==> src/rtl/ddr_init_pkg.sv <==
package ddr_init_pkg;

    // Command encodings on {cs_n, ras_n, cas_n, we_n}
    typedef enum logic [3:0] {
        CMD_DESEL = 4'b1111,
        CMD_NOP   = 4'b0111,
        CMD_PRE   = 4'b0010,
        CMD_REF   = 4'b0001,
        CMD_LMR   = 4'b0000
    } cmd_e;

    typedef enum logic [2:0] {
        ST_IDLE,
        ST_PWR,
        ST_RUN,
        ST_FINAL,
        ST_READY
    } state_e;

    // Selects which payload goes onto ba/addr in a given cycle
    typedef enum logic [2:0] {
        MS_NONE,
        MS_PREALL,
        MS_EXT,
        MS_MAIN_RST,
        MS_MAIN_RUN
    } msel_e;

    localparam int STEP_W = 3;

    function automatic int max4(input int a, input int b, input int c, input int d);
        int m;
        m = a;
        if (b > m) m = b;
        if (c > m) m = c;
        if (d > m) m = d;
        return m;
    endfunction

endpackage

==> src/rtl/ddr_init_cnt.sv <==
module ddr_init_cnt #(
    parameter int W = 8
) (
    input  logic         clk,
    input  logic         rst_n,
    input  logic         load,
    input  logic [W-1:0] load_val,
    output logic [W-1:0] count_o,
    output logic         zero_o
);

    logic [W-1:0] cnt_d, cnt_q;

    always_comb begin
        cnt_d = cnt_q;
        if (load) begin
            cnt_d = load_val;
        end else if (cnt_q != '0) begin
            cnt_d = cnt_q - W'(1);
        end
    end

    always_ff @(posedge clk or negedge rst_n) begin
        if (!rst_n) cnt_q <= '0;
        else        cnt_q <= cnt_d;
    end

    assign count_o = cnt_q;
    assign zero_o  = (cnt_q == '0);

    // An expired counter never wraps back to a large value on its own
    AST_CNT_HOLDS_ZERO: assert property (@(posedge clk) disable iff (!rst_n)
        (zero_o && !load) |=> zero_o);

endmodule

==> src/rtl/ddr_init_modeword.sv <==
module ddr_init_modeword
    import ddr_init_pkg::*;
#(
    parameter int ROW_W  = 13,
    parameter int BANK_W = 2
) (
    input  msel_e              sel,
    input  logic [2:0]         burst_len,
    input  logic               interleave,
    input  logic [2:0]         latency,
    output logic [BANK_W-1:0]  ba_o,
    output logic [ROW_W-1:0]   addr_o
);

    localparam int BIT_ALLBANK = 10;
    localparam int BIT_DLLRST  = 8;

    always_comb begin
        ba_o   = '0;
        addr_o = '0;
        unique case (sel)
            MS_PREALL: begin
                addr_o[BIT_ALLBANK] = 1'b1;
            end
            MS_EXT: begin
                ba_o = BANK_W'(1);          // extended register, DLL enable (addr[0]=0)
            end
            MS_MAIN_RST: begin
                addr_o[2:0]        = burst_len;
                addr_o[3]          = interleave;
                addr_o[6:4]        = latency;
                addr_o[BIT_DLLRST] = 1'b1;
            end
            MS_MAIN_RUN: begin
                addr_o[2:0] = burst_len;
                addr_o[3]   = interleave;
                addr_o[6:4] = latency;
            end
            default: ;
        endcase
    end

endmodule

==> src/rtl/ddr_init_seq.sv <==
module ddr_init_seq
    import ddr_init_pkg::*;
#(
    parameter int ROW_W     = 13,
    parameter int BANK_W    = 2,
    parameter int PWRUP_CYC = 26600,
    parameter int T_RP      = 3,
    parameter int T_MRD     = 2,
    parameter int T_RFC     = 10,
    parameter int DLL_LOCK  = 200
) (
    input  logic              clk,
    input  logic              rst_n,
    input  logic              pwr_ok,
    input  logic [2:0]        cfg_burst_len,
    input  logic              cfg_interleave,
    input  logic [2:0]        cfg_latency,
    output logic              cke,
    output logic              cs_n,
    output logic              ras_n,
    output logic              cas_n,
    output logic              we_n,
    output logic [BANK_W-1:0] ba,
    output logic [ROW_W-1:0]  addr,
    output logic              init_done
);

    localparam int MAX_GAP = max4(PWRUP_CYC, T_RP, T_MRD, T_RFC);
    localparam int TMR_W   = $clog2(MAX_GAP + 1);
    localparam int DLL_W   = $clog2(DLL_LOCK + 1);

    typedef struct packed {
        state_e             state;
        logic [STEP_W-1:0]  step;
        cmd_e               cmd;
        logic               cke;
        logic [BANK_W-1:0]  ba;
        logic [ROW_W-1:0]   addr;
        logic               done;
    } seq_t;

    localparam seq_t SEQ_RST = '{
        state: ST_IDLE, step: '0, cmd: CMD_DESEL, cke: 1'b0,
        ba: '0, addr: '0, done: 1'b0
    };

    seq_t               seq_d, seq_q;
    msel_e              msel;
    logic               tmr_load, tmr_zero, dll_load, dll_zero;
    logic [TMR_W-1:0]   tmr_val, tmr_cnt;
    logic [DLL_W-1:0]   dll_cnt;
    logic [BANK_W-1:0]  mode_ba;
    logic [ROW_W-1:0]   mode_addr;

    ddr_init_cnt #(.W(TMR_W)) gap_tmr_i (
        .clk      (clk),
        .rst_n    (rst_n),
        .load     (tmr_load),
        .load_val (tmr_val),
        .count_o  (tmr_cnt),
        .zero_o   (tmr_zero)
    );

    ddr_init_cnt #(.W(DLL_W)) dll_tmr_i (
        .clk      (clk),
        .rst_n    (rst_n),
        .load     (dll_load),
        .load_val (DLL_W'(DLL_LOCK - 1)),
        .count_o  (dll_cnt),
        .zero_o   (dll_zero)
    );

    ddr_init_modeword #(.ROW_W(ROW_W), .BANK_W(BANK_W)) mode_i (
        .sel        (msel),
        .burst_len  (cfg_burst_len),
        .interleave (cfg_interleave),
        .latency    (cfg_latency),
        .ba_o       (mode_ba),
        .addr_o     (mode_addr)
    );

    always_comb begin
        seq_d    = seq_q;
        seq_d.cmd = seq_q.cke ? CMD_NOP : CMD_DESEL;
        msel     = MS_NONE;
        tmr_load = 1'b0;
        tmr_val  = '0;
        dll_load = 1'b0;

        unique case (seq_q.state)
            ST_IDLE: begin
                if (pwr_ok) begin
                    seq_d.state = ST_PWR;
                    tmr_load    = 1'b1;
                    tmr_val     = TMR_W'(PWRUP_CYC - 1);
                end
            end
            ST_PWR: begin
                if (tmr_zero) begin
                    seq_d.state = ST_RUN;
                    seq_d.step  = '0;
                end
            end
            ST_RUN: begin
                if (tmr_zero) begin
                    seq_d.step = seq_q.step + STEP_W'(1);
                    tmr_load   = 1'b1;
                    unique case (seq_q.step)
                        3'd0: begin
                            seq_d.cke = 1'b1;
                            seq_d.cmd = CMD_NOP;
                            tmr_val   = '0;
                        end
                        3'd1, 3'd4: begin
                            seq_d.cmd = CMD_PRE;
                            msel      = MS_PREALL;
                            tmr_val   = TMR_W'(T_RP - 1);
                        end
                        3'd2: begin
                            seq_d.cmd = CMD_LMR;
                            msel      = MS_EXT;
                            tmr_val   = TMR_W'(T_MRD - 1);
                        end
                        3'd3: begin
                            seq_d.cmd = CMD_LMR;
                            msel      = MS_MAIN_RST;
                            tmr_val   = TMR_W'(T_MRD - 1);
                            dll_load  = 1'b1;
                        end
                        3'd5, 3'd6: begin
                            seq_d.cmd = CMD_REF;
                            tmr_val   = TMR_W'(T_RFC - 1);
                        end
                        default: begin
                            seq_d.cmd   = CMD_LMR;
                            msel        = MS_MAIN_RUN;
                            tmr_val     = TMR_W'(T_MRD - 1);
                            seq_d.state = ST_FINAL;
                        end
                    endcase
                end
            end
            ST_FINAL: begin
                if (tmr_zero && dll_zero) begin
                    seq_d.state = ST_READY;
                    seq_d.done  = 1'b1;
                end
            end
            default: ;
        endcase

        seq_d.ba   = mode_ba;
        seq_d.addr = mode_addr;
    end

    always_ff @(posedge clk or negedge rst_n) begin
        if (!rst_n) seq_q <= SEQ_RST;
        else        seq_q <= seq_d;
    end

    assign cke                       = seq_q.cke;
    assign {cs_n, ras_n, cas_n, we_n} = seq_q.cmd;
    assign ba                        = seq_q.ba;
    assign addr                      = seq_q.addr;
    assign init_done                 = seq_q.done;

    logic unused_cnt;
    assign unused_cnt = ^{tmr_cnt, dll_cnt};

    AST_IDLE_DESELECT: assert property (@(posedge clk) disable iff (!rst_n)
        !cke |-> cs_n);

    AST_CKE_HOLD: assert property (@(posedge clk) disable iff (!rst_n)
        cke |=> cke);

    AST_PRE_ALLBANKS: assert property (@(posedge clk) disable iff (!rst_n)
        (!cs_n && !ras_n && cas_n && !we_n) |-> addr[10]);

    AST_LMR_UPPER_ZERO: assert property (@(posedge clk) disable iff (!rst_n)
        (!cs_n && !ras_n && !cas_n && !we_n) |-> (addr[ROW_W-1:9] == '0));

    AST_DONE_STICKY: assert property (@(posedge clk) disable iff (!rst_n)
        init_done |=> init_done);

    AST_DONE_QUIET: assert property (@(posedge clk) disable iff (!rst_n)
        init_done |-> (cke && !cs_n && ras_n && cas_n && we_n));

    AST_DONE_AFTER_LOCK: assert property (@(posedge clk) disable iff (!rst_n)
        init_done |-> dll_zero);

endmodule

==> config.mk <==
export PLATFORM = sky130hd
export DESIGN_NAME = ddr_init_seq
export DESIGN_NICKNAME = d
export VERILOG_FILES = /design/src/rtl/ddr_init_pkg.sv /design/src/rtl/ddr_init_cnt.sv /design/src/rtl/ddr_init_modeword.sv /design/src/rtl/ddr_init_seq.sv
export SDC_FILE = /design/constraint.sdc
export NUM_CORES = 1
export LEC_CHECK = 0
export ABC_AREA = 0
export BUFFER_PORTS_ARGS = -buffer_cell sky130_fd_sc_hd__buf_4
export CORE_MARGIN = 2
export CORE_UTILIZATION = 45
export CTS_CLUSTER_DIAMETER = 30
export CTS_CLUSTER_SIZE = 20
export DETAILED_ROUTE_END_ITERATION = 12
export HOLD_SLACK_MARGIN = 0.06
export PLACE_DENSITY = 0.67
export SYNTH_ARGS = -nofsm -noshare
export SYNTH_HDL_FRONTEND = slang
export SYNTH_HIERARCHICAL = 1
export SYNTH_SLANG_ARGS = --single-unit
==> constraint.sdc <==
create_clock -name clk -period 3 [get_ports clk]
set_input_delay 0.15 -clock clk [delete_from_list [all_inputs] [get_ports clk]]
set_output_delay 0.15 -clock clk [all_outputs]
set_load 0.02 [all_outputs]
== Yosys cells after proc, flatten, opt, wreduce, memory -nomap -nowiden ==
Cells that the tools add are included.

* Reduce and logical (&&, ||, !) cells: 20
* Muxes and demuxes: 32
* Add/subtract/negate cells: 3
* Equal/unequal tests: 18

{| class="wikitable"
|+ Operators with widths
! operator !! count
|-
| $mux 15 || 4
|-
| $pmux 15 s2 || 1
|-
| $pmux 3 s4 || 2
|-
| $eq 3x2->1 const B || 6
|-
| $mux 8 || 2
|-
| $logic_not 15->1 || 1
|-
| $mux 3 || 5
|-
| $reduce_bool 15->1 || 1
|-
| $sub 15x1->15 const B || 1
|-
| $eq 3x3->1 const B || 4
|-
| $pmux 4 s3 || 1
|-
| $mux 11 || 1
|-
| $ne 2x2->1 const B || 5
|-
| $eq 3x1->1 const B || 3
|-
| $mux 1 || 9
|-
| $pmux 3 s3 || 1
|-
| $logic_not 8->1 || 1
|-
| $reduce_bool 8->1 || 1
|-
| $sub 8x1->8 const B || 1
|-
| $mux 7 || 1
|-
| $reduce_or 7->1 || 1
|-
| $logic_not 3->1 || 2
|-
| $mux 6 || 1
|-
| $pmux 3 s2 || 1
|-
| 12 further kinds || 17
|}

* Output and inout bits: 21
* Bits in registers: 46

== Depth between registers and ports, before layout ==
Gate-level depths: netlist of run 1.

* Word-level depth: 8
* Mapped depth: 10

== Hierarchy ==
Netlist of run 1, hierarchy kept.

{| class="wikitable"
|+ Modules (own cells, without submodules)
! module !! cells an instance !! area each (sq um) !! sequential area each (sq um) !! instances
|-
| ddr_init_seq || 108 || 1226.2 || 680.7 || 1
|-
| ddr_init_cnt (gap_tmr_i) || 79 || 829.5 || 375.4 || 1
|-
| ddr_init_cnt (dll_tmr_i) || 54 || 476.7 || 200.2 || 1
|-
| ddr_init_modeword || 18 || 135.1 || 0.0 || 1
|}

== Least setup slack after synthesis of run 1 ==
Ideal clock, no wire load.

* Path kind: register to register
* Start: reg gap_tmr_i.cnt_q[0], in the netlist gap_tmr_i/count_o[0]
* End: reg seq_q (netlist bit addr[0])
* Data arrival time: 2943 ps
* Period minus slack after synthesis: 3023 ps
* Cell stages (with the launch flop): 10
* Path buffers: 1
* Path slack: -23 ps
* Path through: dfrtp_1 inv_1 ha_1 or4b_1 nor4b_4 nand4bb_1 buf_2 nor3_1 or3b_4 a21boi_1

* Longest elaborated chain between the ends: 6

{| class="wikitable"
|+ RTL lines
! item !! RTL line !! text
|-
| start, declared || ddr_init_cnt.sv:12 || <nowiki>logic [W-1:0] cnt_d, cnt_q;</nowiki>
|-
| start signal, assigned || ddr_init_cnt.sv:25 || <nowiki>else cnt_q <= cnt_d;</nowiki>
|-
| $logic_not 15->1 (*) || ddr_init_cnt.sv:29 || <nowiki>assign zero_o = (cnt_q == '0);</nowiki>
|-
| net tmr_zero || ddr_init_seq.sv:49 || <nowiki>logic tmr_load, tmr_zero, dll_load, dll_zero;</nowiki>
|-
| $mux 3 (*) || ddr_init_seq.sv:105 || <nowiki>if (tmr_zero) begin</nowiki>
|-
| $mux 3 (*) || ddr_init_seq.sv:90 || <nowiki>unique case (seq_q.state)</nowiki>
|-
| net msel[2] || ddr_init_seq.sv:48 || <nowiki>msel_e msel;</nowiki>
|-
| $eq 3x3->1 / $eq 3x2->1 (equally long branches) || ddr_init_modeword.sv:21 || <nowiki>unique case (sel)</nowiki>
|-
| $reduce_or 2->1 (no line) (*) || n/a ||
|-
| $mux 7 (*) || ddr_init_modeword.sv:21 ||
|-
| net mode_addr[0] || ddr_init_seq.sv:53 || <nowiki>logic [ROW_W-1:0] mode_addr;</nowiki>
|-
| end signal, assigned || ddr_init_seq.sv:158 || <nowiki>else seq_q <= seq_d;</nowiki>
|-
| end, declared || ddr_init_seq.sv:47 || <nowiki>seq_t seq_d, seq_q;</nowiki>
|}

Mark *: on every way through the listed nets, which the timed path passes. The rest lies on a longest branch.
A chain may end at the register's enable or synchronous reset.

== Worst setup path after layout of run 1 ==
* Start: reg gap_tmr_i.cnt_q[0], in the netlist gap_tmr_i/count_o[0]
* End: reg seq_q (netlist bit addr[5])

The elaborated chain is that of the path after synthesis.

==> results of run 1 <==
## sequential cells by signal, summed over array words and instances, names as in the netlist
register,flops
gap_tmr_i/count_o,15
ba,2
addr,13
init_done,1
ras_n,1
cas_n,1
we_n,1
dll_tmr_i/count_o,8
cke,1
cs_n,1
seq_q,6
## power groups by stage
stage	combinational [mW]	sequential, mW	clock [mW]
global placement	0.564	1.02	0
finish	0.576	1.01	0.362
global route	0.663	1.05	0.402
detailed placement	0.579	1.02	0
CTS	0.582	1.01	0.378
floorplan	0.487	0.974	0
## logic make-up after synthesis
kind of cell	count (synthesis)	share of synthesized area, %
AND/OR/NAND/NOR	74	16.51
AO/OA/AOI/OAI	66	18.48
flip-flops	50	47.09
buffers and inverters	46	9.803
XOR/XNOR	11	3.612
adder cells (fa/ha/maj)	7	3.283
other	3	0.4221
multiplexers	2	0.7974
## stage by stage
stage                     setup WS, ns  area, sq um  utilization, %
after floorplan                0.03269         2721               -
after global placement          0.2944         2877           49.46
after detailed placement        0.1396         2877           49.46
after CTS                      0.09636         2965           50.99
after global routing           0.03768         2977           51.18
final                           0.2620         2977           51.18
## final timing paths
check,endpoint,slack [ns]
worst max-delay path,addr[5],0.26
worst min-delay path,addr[6],0.10
worst max register to register,addr[5],0.26
worst min register to register,cs_n,0.41
max in group asynchronous,gap_tmr_i/count_o[2],2.18
min in group asynchronous,addr[2],0.40
## layout by cell type, fill, tap and decap left out, drive strengths merged, types with 4 or more instances in the layout
cell	n
or4	6
nor3b	5
dfrtp	46
buf	36
nor3	10
ha	7
clkbuf	5
o31ai	7
nand2	15
a21boi	8
inv	16
dfstp	4
conb	16
a21oi	7
nor2	13
or3	5
o21ai	10
xor2	8
a22o	9
## what timing repair did
| action | in CTS | in global routing |
|---|---|---|
| hold endpoints to repair | 46 | 0 |
| resized for setup | 0 | 1 |
| hold buffers | 1 | 0 |
| setup endpoints to repair | 0 | 7 |
| setup buffers | 0 | 1 |
## cell type report
| cell class | instances | share of cell area (%) |
|---|---|---|
| Inverter | 16 | 2.018 |
| Clock inverter | 2 | 0.3363 |
| Tap cell | 75 | 3.153 |
| Multi-Input combinational cell | 176 | 40.56 |
| Timing Repair Buffer | 37 | 9.416 |
| Clock buffer | 5 | 2.312 |
| Sequential cell | 50 | 42.20 |
## per-layer routing
metal,part of all wire (%),global-route usage [%],wire [um],vias up
li1,-,-,-,949
met1,46,21.24,2191,927
met2,50,25.70,2348,23
met3,2.9,3.000,135,4
met4,0.79,4.237,37,0
met5,0,0,0,-
==> metrics.yaml, run 1 <==
run_status:
  status: "complete, no violations"
floorplan:
  ios: 31
  rows: 28
  die-width_um: 80.99
  initial_core_util_pct: 45.87
  fp.dieArea_sq_um: 6559
  core_area_sq_um: 5816
  die_h_um: 80.99
hold_path:
  hold_path_depth: 2
  min_path_type: "in -> reg"
  worstHoldStart: "cfg_latency[2]"
setup_path:
  path_depth: 9
  slowest_stage: "or4b_4"
  path_buf_inv: 2
  cpPeakStageDelay_ns: 0.52
  arrival_ns: 2.96
  cp_top_family: "simple AND/OR/NAND/NOR gates"
  crit_chain: "inv_1, ha_1, or4b_4, nor4b_4, nand4bb_1, buf_4, nor3_2, or3b_4, a21boi_1"
  worstSetupPathType: "reg -> reg"
  required_ns: 3.22
  setup.worst_path.start: "gap_tmr_i/count_o[0]"
  r2r_start: "gap_tmr_i/count_o[0]"
  crit_fanout: 11
  rr_worst_depth: 9
  start_kind: "flip-flop"
  end_kind: "flip-flop"
place:
  hpwl_um: 3318
  placed_cells: 352
  place.gp.congestion: 0.8420
  io_buffers: 30
cts:
  cts_max_level: 2
  clk_latency_ns: 0.30
  cts_tree: "yes"
  clk_pin_slew_ns: 0.08
  clock_path_buffers: 2
  cts_inserted_buffers: 5
  cts_sinks: 50
  root_buffer: "clkbuf_8"
power:
  powerDensity_nw_per_um2: 654.9
  sequentialPowerShare_pct: 51.9
  p_switching_mw: 0.6541
  total_power_mw: 1.949
  internal-power_mw: 1.295
  p_leak_nw: 1.350
  ir_worst_vdd_v: 0.0003367
  clkPwrFrac_pct: 18.5
  p_comb_share_pct: 29.6
  swShare_pct: 33.56
yosys:
  synthMostInstantiatedCell: "dfrtp_1"
  async_reset_ff_share_pct: 100.0
  synth_top_area_share_pct: 43.15
  ys.flop_type: "dfrtp_1"
  ys_seq_area_share_pct: 47.09
  synthTopCellsByArea: "dfrtp_1 (43%), buf_4 (5.9%), dfstp_2 (3.9%)"
  synth_common_cells: "dfrtp_1 (46), buf_4 (21), inv_1 (16)"
  syn_area_per_cell_sq_um: 10.30
  ys_warn_count: 6
  synth_cells: 259
  synth-seq-cells: 50
  synth_top_area_cell: "dfrtp_1"
  ys_types: 60
  synth_edf_count: 0
  syn_area_sq_um: 2668
sta:
  fin_setup_tns_ns: 0
  period_minus_slack_ns: 2.738
  maxSlewViolCount: 0
  clock.fmax_mhz: 365.2
  clock_skew_ns: 0.01389
  setup_viol: 0
  hold_ws_ns: 0.1005
  slew_headroom_pct: 59.36
  tightest_slew_ns: 0.6097
  final-hold-violation-count: 0
  fin_crit_sh_pct: 91.27
  rsz0062_at_grt: "no"
job:
  max-cap-violations: 0
grt:
  grt.total_usage_pct: 15.65
  antenna_found_initial: 0
  grt_pass1_vias: 1778
  grt_max_degree: 51
  grt_pass1_wl_um: 8086
  overflow: 0
route:
  antenna_left: 0
  drc: 0
  drt_iter0_drc: 92
  avgViaCountPerCell: 5.271
  routed_wl_um: 4712
  drt-pass1-iter-count: 4
  vias: 1903
  wl_per_cell_um: 13.05
layout:
  layout-drive-gt1-share_pct: 19.58
  multi_input_area_sq_um: 1207
  num_antenna_cells: 0
  fillers: 560
  fin_cells: 361
  syn_to_final_growth_pct: 11.59
  fin_nets: 303
  ff_latch_area_sq_um: 1256
Note: power is estimated with default switching activity, not from simulation.
==> run 2: changes to the inputs <==
--- a/config.mk
+++ b/config.mk
@@ -13,7 +13,7 @@
 export CTS_CLUSTER_SIZE = 20
 export DETAILED_ROUTE_END_ITERATION = 12
 export HOLD_SLACK_MARGIN = 0.06
-export PLACE_DENSITY = 0.67
+export PLACE_DENSITY = 0.71
 export SYNTH_ARGS = -nofsm -noshare
 export SYNTH_HDL_FRONTEND = slang
 export SYNTH_HIERARCHICAL = 1
==> run 2 against run 1 <==
Global-route usage increased by 0.47 points. Clock-buffer cell count is 1 higher. Critical path type unchanged. Largest cell class unchanged. Non-clock buffer count unchanged. Clock power increased by 29%. Utilization is 0.95 points higher. Die area is the same. Cell count up 0.28%. Clock skew decreased by 0.0036 ns. First-iteration DRC count grew 89%. Register-to-register slack lost 0.06 ns.
==> metrics.yaml, run 2 (synthesized netlist as in run 1, its figures left out) <==
setup_path:
  start_kind: "flip-flop"
  end_kind: "flip-flop"
  crit_fanout: 7
  r2r_start: "gap_tmr_i/count_o[0]"
  required_ns: 3.22
  rr_worst_depth: 8
  arrival_ns: 3.03
  rrSetupSlack_ns: 0.20
  r2r-end: "addr[0]"
  worstSetupPathType: "reg -> reg"
route:
  routed_wl_um: 4728
  drt_iter0_drc: 174
  drc: 0
  vias: 1916
  avgViaCountPerCell: 5.293
  wl_per_cell_um: 13.06
  antenna_left: 0
  drt-pass1-iter-count: 4
grt:
  grt.total_usage_pct: 16.12
  grt_pass1_vias: 1812
  grt_max_degree: 51
  grt_pass1_wl_um: 8300
  antenna_found_initial: 0
  overflow: 0
sta:
  slew_headroom_pct: 59.26
  clock_skew_ns: 0.01029
  maxSlewViolCount: 0
  clock.fmax_mhz: 357.0
  hold_ws_ns: 0.08718
  fin_setup_tns_ns: 0
  setup_viol: 0
  fin_crit_sh_pct: 93.38
  tightest_slew_ns: 0.6110
  period_minus_slack_ns: 2.801
  rsz0062_at_grt: "no"
  final-hold-violation-count: 0
layout:
  layout_common_cells: "dfrtp_1 (46), buf_4 (36), inv_1 (16), conb_1 (16), nand2_1 (14)"
  layout_commonest_cell: "dfrtp_1"
  fin_nets: 303
  syn_to_final_growth_pct: 13.65
  ff_latch_area_sq_um: 1256
  layout-drive-gt1-share_pct: 20.56
  fillers: 538
  num_antenna_cells: 0
  largest_reg_flops: 15
  multi_input_area_sq_um: 1231
floorplan:
  ios: 31
  core_area_sq_um: 5816
  die-width_um: 80.99
  rows: 28
  fp.dieArea_sq_um: 6559
  die_h_um: 80.99
  initial_core_util_pct: 45.87
cts:
  cts_max_level: 2
  cts_inserted_buffers: 5
  clk_pin_slew_ns: 0.09
  root_buffer: "clkbuf_8"
  cts_tree: "yes"
  clock_path_buffers: 2
  clk_latency_ns: 0.30
  cts_sinks: 50
hold_path:
  hold_path_depth: 2
  worstHoldStart: "cfg_latency[2]"
  min_path_type: "in -> reg"
  holdPathEnd: "addr[6]"
power:
  p_leak_nw: 1.358
  powerDensity_nw_per_um2: 673.7
  total_power_mw: 2.042
  ir_worst_vdd_v: 0.0004707
job:
  max-cap-violations: 0
place:
  hpwl_um: 3211
  io_buffers: 30
  place.gp.congestion: 0.8523
run_status:
  status: "complete, no violations"
-- run 2: final cells by class --
type	count	area share, %
clock buffer	6	2.394
clock inverter	2	1.238
inverter	16	1.981
multi-input combinational	176	40.61
sequential	50	41.44
tap	75	3.095
timing repair buffer	37	9.245
-- run 2: timing repair --
item / CTS / global route
setup buffers: 0 / 0
resized for setup: 0 / 4
hold buffers: 1 / 0
endpoints found under the setup margin: 0 / 22
hold endpoints to repair: 46 / 0
-- run 2: how the worst max path moves through the flow --
| stage | endpoint | start | cells past startpoint |
|---|---|---|---|
| floorplan | addr[0] | gap_tmr_i/count_o[0] | 9 |
| global placement | gap_tmr_i/count_o[13] | gap_tmr_i/count_o[0] | 9 |
| detailed placement | gap_tmr_i/count_o[13] | gap_tmr_i/count_o[0] | 9 |
| CTS | gap_tmr_i/count_o[8] | gap_tmr_i/count_o[0] | 9 |
| global route | seq_q[23] | gap_tmr_i/count_o[0] | 8 |
| finish | addr[0] | gap_tmr_i/count_o[0] | 8 |
-- run 2: stage by stage --
step                      util [%]  instances  setup WS [ns]  instance area, sq um
after CTS                    51.66        362        0.09271                  3004
after global placement       49.59        353         0.2288                  2884
final                        52.13        362         0.1987                  3032
after detailed placement     49.59        353        0.09367                  2884
after global routing         52.13        362        0.01633                  3032
after floorplan                  -        272        0.03269                  2721
-- run 2: where the power goes --
group / total (mW) / switching [mW] / internal [mW]
Combinational: 0.565 / 0.268 / 0.298
Sequential: 1.01 / 0.177 / 0.835
Clock: 0.466 / 0.217 / 0.249
Total: 2.04 / 0.661 / 1.38
-- run 2: per-layer routing --
metal	GRT usage, %	share of wire (%)	up-vias
li1	-	-	951
met1	21.49	46	933
met2	25.45	49	24
met3	3.556	2.7	8
met4	6.610	1.6	0
met5	0	0	-
-- run 2: critical path: stages (launching register included) --
cell and delay (ns):
dfrtp_1 0.40, inv_1 0.09, ha_1 0.20, or4b_1 0.57
nor4b_4 0.41, nand4bb_4 0.19, nor3_2 0.27, or3b_4 0.47
a21boi_1 0.14
